`config.mk`:
```
export PLATFORM = sky130hd
export DESIGN_NAME = gated_array_mult
export DESIGN_NICKNAME = d
export VERILOG_FILES = /design/src/rtl/gam_pkg.sv /design/src/rtl/gam_gated_cell.sv /design/src/rtl/gam_gated_row.sv /design/src/rtl/gated_array_mult.sv
export SDC_FILE = /design/constraint.sdc
export NUM_CORES = 1
export LEC_CHECK = 0
export ABC_AREA = 1
export CORE_MARGIN = 5
export CORE_UTILIZATION = 45
export DETAILED_ROUTE_END_ITERATION = 10
export PLACE_DENSITY_LB_ADDON = 0.15
export SLEW_MARGIN = 20
export SYNTH_ARGS = -nofsm -noshare
export SYNTH_HDL_FRONTEND = slang
export SYNTH_HIERARCHICAL = 1
export SYNTH_SLANG_ARGS = --single-unit
```
`constraint.sdc`:
```
create_clock -name vclk -period 15.5
set_input_delay 1.55 -clock vclk [all_inputs]
set_output_delay 1.55 -clock vclk [all_outputs]
set_load 0.02 [all_outputs]
```
`src/rtl/gam_pkg.sv`:
```
package gam_pkg;
  localparam int unsigned MCAND_W = 8;
  localparam int unsigned MPLR_W  = 4;
  localparam int unsigned PROD_W  = MCAND_W + MPLR_W;
endpackage

```
`src/rtl/gam_gated_cell.sv`:
```
module gam_gated_cell (
  input  logic mcand_bit,
  input  logic gate,
  input  logic acc_bit,
  input  logic cin,
  output logic sum,
  output logic cout
);
  logic masked;

  always_comb begin
    masked = mcand_bit & gate;
    sum    = masked ^ acc_bit ^ cin;
    cout   = (masked & acc_bit) | (cin & (masked ^ acc_bit));
  end
endmodule

```
`src/rtl/gam_gated_row.sv`:
```
module gam_gated_row #(
  parameter int unsigned WIDTH = 8
) (
  input  logic [WIDTH-1:0] mcand,
  input  logic             gate,
  input  logic [WIDTH-1:0] acc_in,
  output logic [WIDTH-1:0] sum,
  output logic             cout
);
  logic [WIDTH:0] carry;

  assign carry[0] = 1'b0;

  for (genvar k = 0; k < WIDTH; k++) begin : g_cell
    gam_gated_cell u_cell (
      .mcand_bit (mcand[k]),
      .gate      (gate),
      .acc_bit   (acc_in[k]),
      .cin       (carry[k]),
      .sum       (sum[k]),
      .cout      (carry[k+1])
    );
  end

  assign cout = carry[WIDTH];
endmodule

```
`src/rtl/gated_array_mult.sv`:
```
module gated_array_mult #(
  parameter int unsigned MCAND_W = gam_pkg::MCAND_W,
  parameter int unsigned MPLR_W  = gam_pkg::MPLR_W
) (
  input  logic [MCAND_W-1:0]        op_a,
  input  logic [MPLR_W-1:0]         op_b,
  output logic [MCAND_W+MPLR_W-1:0] prod,
  output logic [MCAND_W-1:0]        prod_hi
);
  localparam int unsigned PW = MCAND_W + MPLR_W;

  // acc[r] is the second operand of row r; acc[0] is zero
  logic [MCAND_W-1:0] acc  [MPLR_W+1];
  logic [MCAND_W-1:0] rsum [MPLR_W];
  logic [MPLR_W-1:0]  rcout;
  logic [MPLR_W-1:0]  low_bits;

  assign acc[0] = '0;

  for (genvar r = 0; r < MPLR_W; r++) begin : g_row
    gam_gated_row #(.WIDTH(MCAND_W)) u_row (
      .mcand  (op_a),
      .gate   (op_b[r]),
      .acc_in (acc[r]),
      .sum    (rsum[r]),
      .cout   (rcout[r])
    );
    // lowest sum bit retires; carry-out enters at the top
    assign low_bits[r] = rsum[r][0];
    assign acc[r+1]    = {rcout[r], rsum[r][MCAND_W-1:1]};
  end

  assign prod    = {acc[MPLR_W], low_bits};
  assign prod_hi = prod[PW-1:MPLR_W];
endmodule

```
==> metrics.md <==
| Metric | Value |
|---|---|
| Post-DRT Antenna Nets | `0` |
| TNS Setup | `0 ns` |
| Final wirelength | `1810 um` |
| Critical path capture point type | `output pin` |
| Dpl ws | `4.44 ns` |
| Achievable Freq | `90.9 MHz` |
| DRC viols | `0` |
| Max FO, Critical Path | `8` |
| Routability Congestion | `0.728` |
| N_diodes | `0` |
| Hold Vio Cnt, Final | `0` |
| Req. time, crit path | `13.95 ns` |
| Type of origin of the critical path | `input pin` |
| Seq_cells | `0` |
| Post-Syn Area | `1330 um2` |
| Post-DR vias/cell | `3.78` |
| Synth warn | `6` |
| IO Pins | `32` |
| Post-synthesis sequential area ratio | `0` |
| RSZ-0062 raised after global routing | `no` |
| Total GRT Usage | `0.105` |
| Max stage delay cell, worst path | `clkdlybuf4s50_1` |
| Multi-input logic area | `806 um2` |
| Global-route wire length before repair | `3780 um` |
| Most used cell, CP | `inv_1` |
| Post_cts resized | `0` |
| Final setup margin | `4.49 ns` |
| Area leader, netlist | `fa_1` |
| WL/cell | `6.79 um` |
| Filler cell count | `283` |
| Hold WC Path Type | `input pin to output pin` |
| Largest net degree at the start of global routing | `9` |
| Nets | `282` |
| Site Rows | `19` |
| Yosys top cell area share | `0.483` |
| Period minus WS final | `11.01 ns` |
| DRT Pass-1 Iters | `2` |
| Die W | `64.3 um` |
| Leakage Power | `0.00105 uW` |
| Peak VDD IR | `276 uV` |
| Post-DP HPWL | `1730 um` |
| Crit path kind | `input pin to output pin` |
| Final cycle utilization of the critical path | `0.710` |
| Clock Buffer Count | `0` |
| Die Y | `64.3 um` |
| Overflow after GRT | `0` |
| Cts hold-fix bufs | `0` |
| CP peak stage delay | `0.62 ns` |
| Number of global-route vias before repair | `986` |
| # Post-CTS Setup Buffers | `0` |
| Initial core utilization | `0.477` |
| Full die area | `4140 um2` |
| Post-synth cell types | `5` |
| Fraction of layout cells with a size suffix above 1 | `0` |
| Syn_area_per_cell | `6.44 um2` |
| Register Area | `0 um2` |
| Crit path arrival time | `9.46 ns` |
| Cell count after synthesis | `206` |
| Total number of vias | `1009` |
| Maxcap violations | `0` |
| Core Box Area | `2780 um2` |
| Top post-synthesis cells by area | `fa_1 48%, inv_1 36%, nand2_1 9.0%, buf_4 5.1%, conb_1 1.4%` |
| Pwr dens | `183 nW/um2` |
| Max Slew Vio Count | `0` |
| Layout area overhead | `23.9%` |
| DR iter-0 viols | `19` |
| PortBufs | `32` |
| Status | `finished, final reports clean` |
| Initial antenna violation count | `0` |
| # setup viols final | `0` |
[layout make-up]
class | instances | area share
timing repair buffer | 32 | 0.195
tap | 31 | 0.0236
multi-input combinational | 76 | 0.490
inverter | 128 | 0.292
[cell families after synthesis]
kind of cell	Yosys count	synth area share
simple gates	32	0.0905
fa+ha+maj	32	0.483
other cells	5	0.0141
buf+inv	137	0.413
[stage by stage]
| step | cells | total power (uW) | hold slack, ns | instance area [um2] | utilization |
|---|---|---|---|---|---|
| final | 267 | 302 | 4.39 | 1650 | 0.592 |
| after global routing | 267 | 342 | 4.45 | 1650 | 0.592 |
| after CTS | 267 | 309 | 4.42 | 1650 | 0.592 |
| after detailed placement | 267 | 308 | 4.42 | 1650 | 0.592 |
| after global placement | 267 | 304 | 4.42 | 1650 | 0.592 |
| after floorplan | 213 | 213 | 3.39 | 1350 | - |
[synthesized netlist by cell type]
cell type    n
inv_1      128
fa_1        32
nand2_1     32
buf_4        9
conb_1       5
[final timing paths]
path,endpoint,cells after the start,from
max,prod[10],41,op_b[0]
min,prod_hi[6],5,op_a[7]
[metal layers]
| layer | global-route usage | share of wire | vias to the layer above |
|---|---|---|---|
| li1 | - | - | 527 |
| met1 | 0.112 | 0.35 | 467 |
| met2 | 0.229 | 0.60 | 15 |
| met3 | 0.00350 | 0.049 | 0 |
| met4 | 0 | 0 | 0 |
| met5 | 0 | 0 | - |
[power breakdown]
| part | leakage [uW] | internal [uW] | switching, uW |
|---|---|---|---|
| combinational | 0.00105 | 136 | 165 |
| sequential | 0 | 0 | 0 |
| clock | 0 | 0 | 0 |
[worst max-delay path, delay by kind of cell]
family | cells | cell delay, ns
buffers and inverters | 27 | 2.58
adder cells (fa/ha/maj) | 13 | 5.23
AND/OR/NAND/NOR | 1 | 0.11
[layout by cell type, fill, tap and decap left out]
master / n
nand2_1: 32
fa_1: 32
clkdlybuf4s50_1: 32
inv_1: 128
conb_1: 12
No activity file was read; power rests on OpenSTA's default activity.
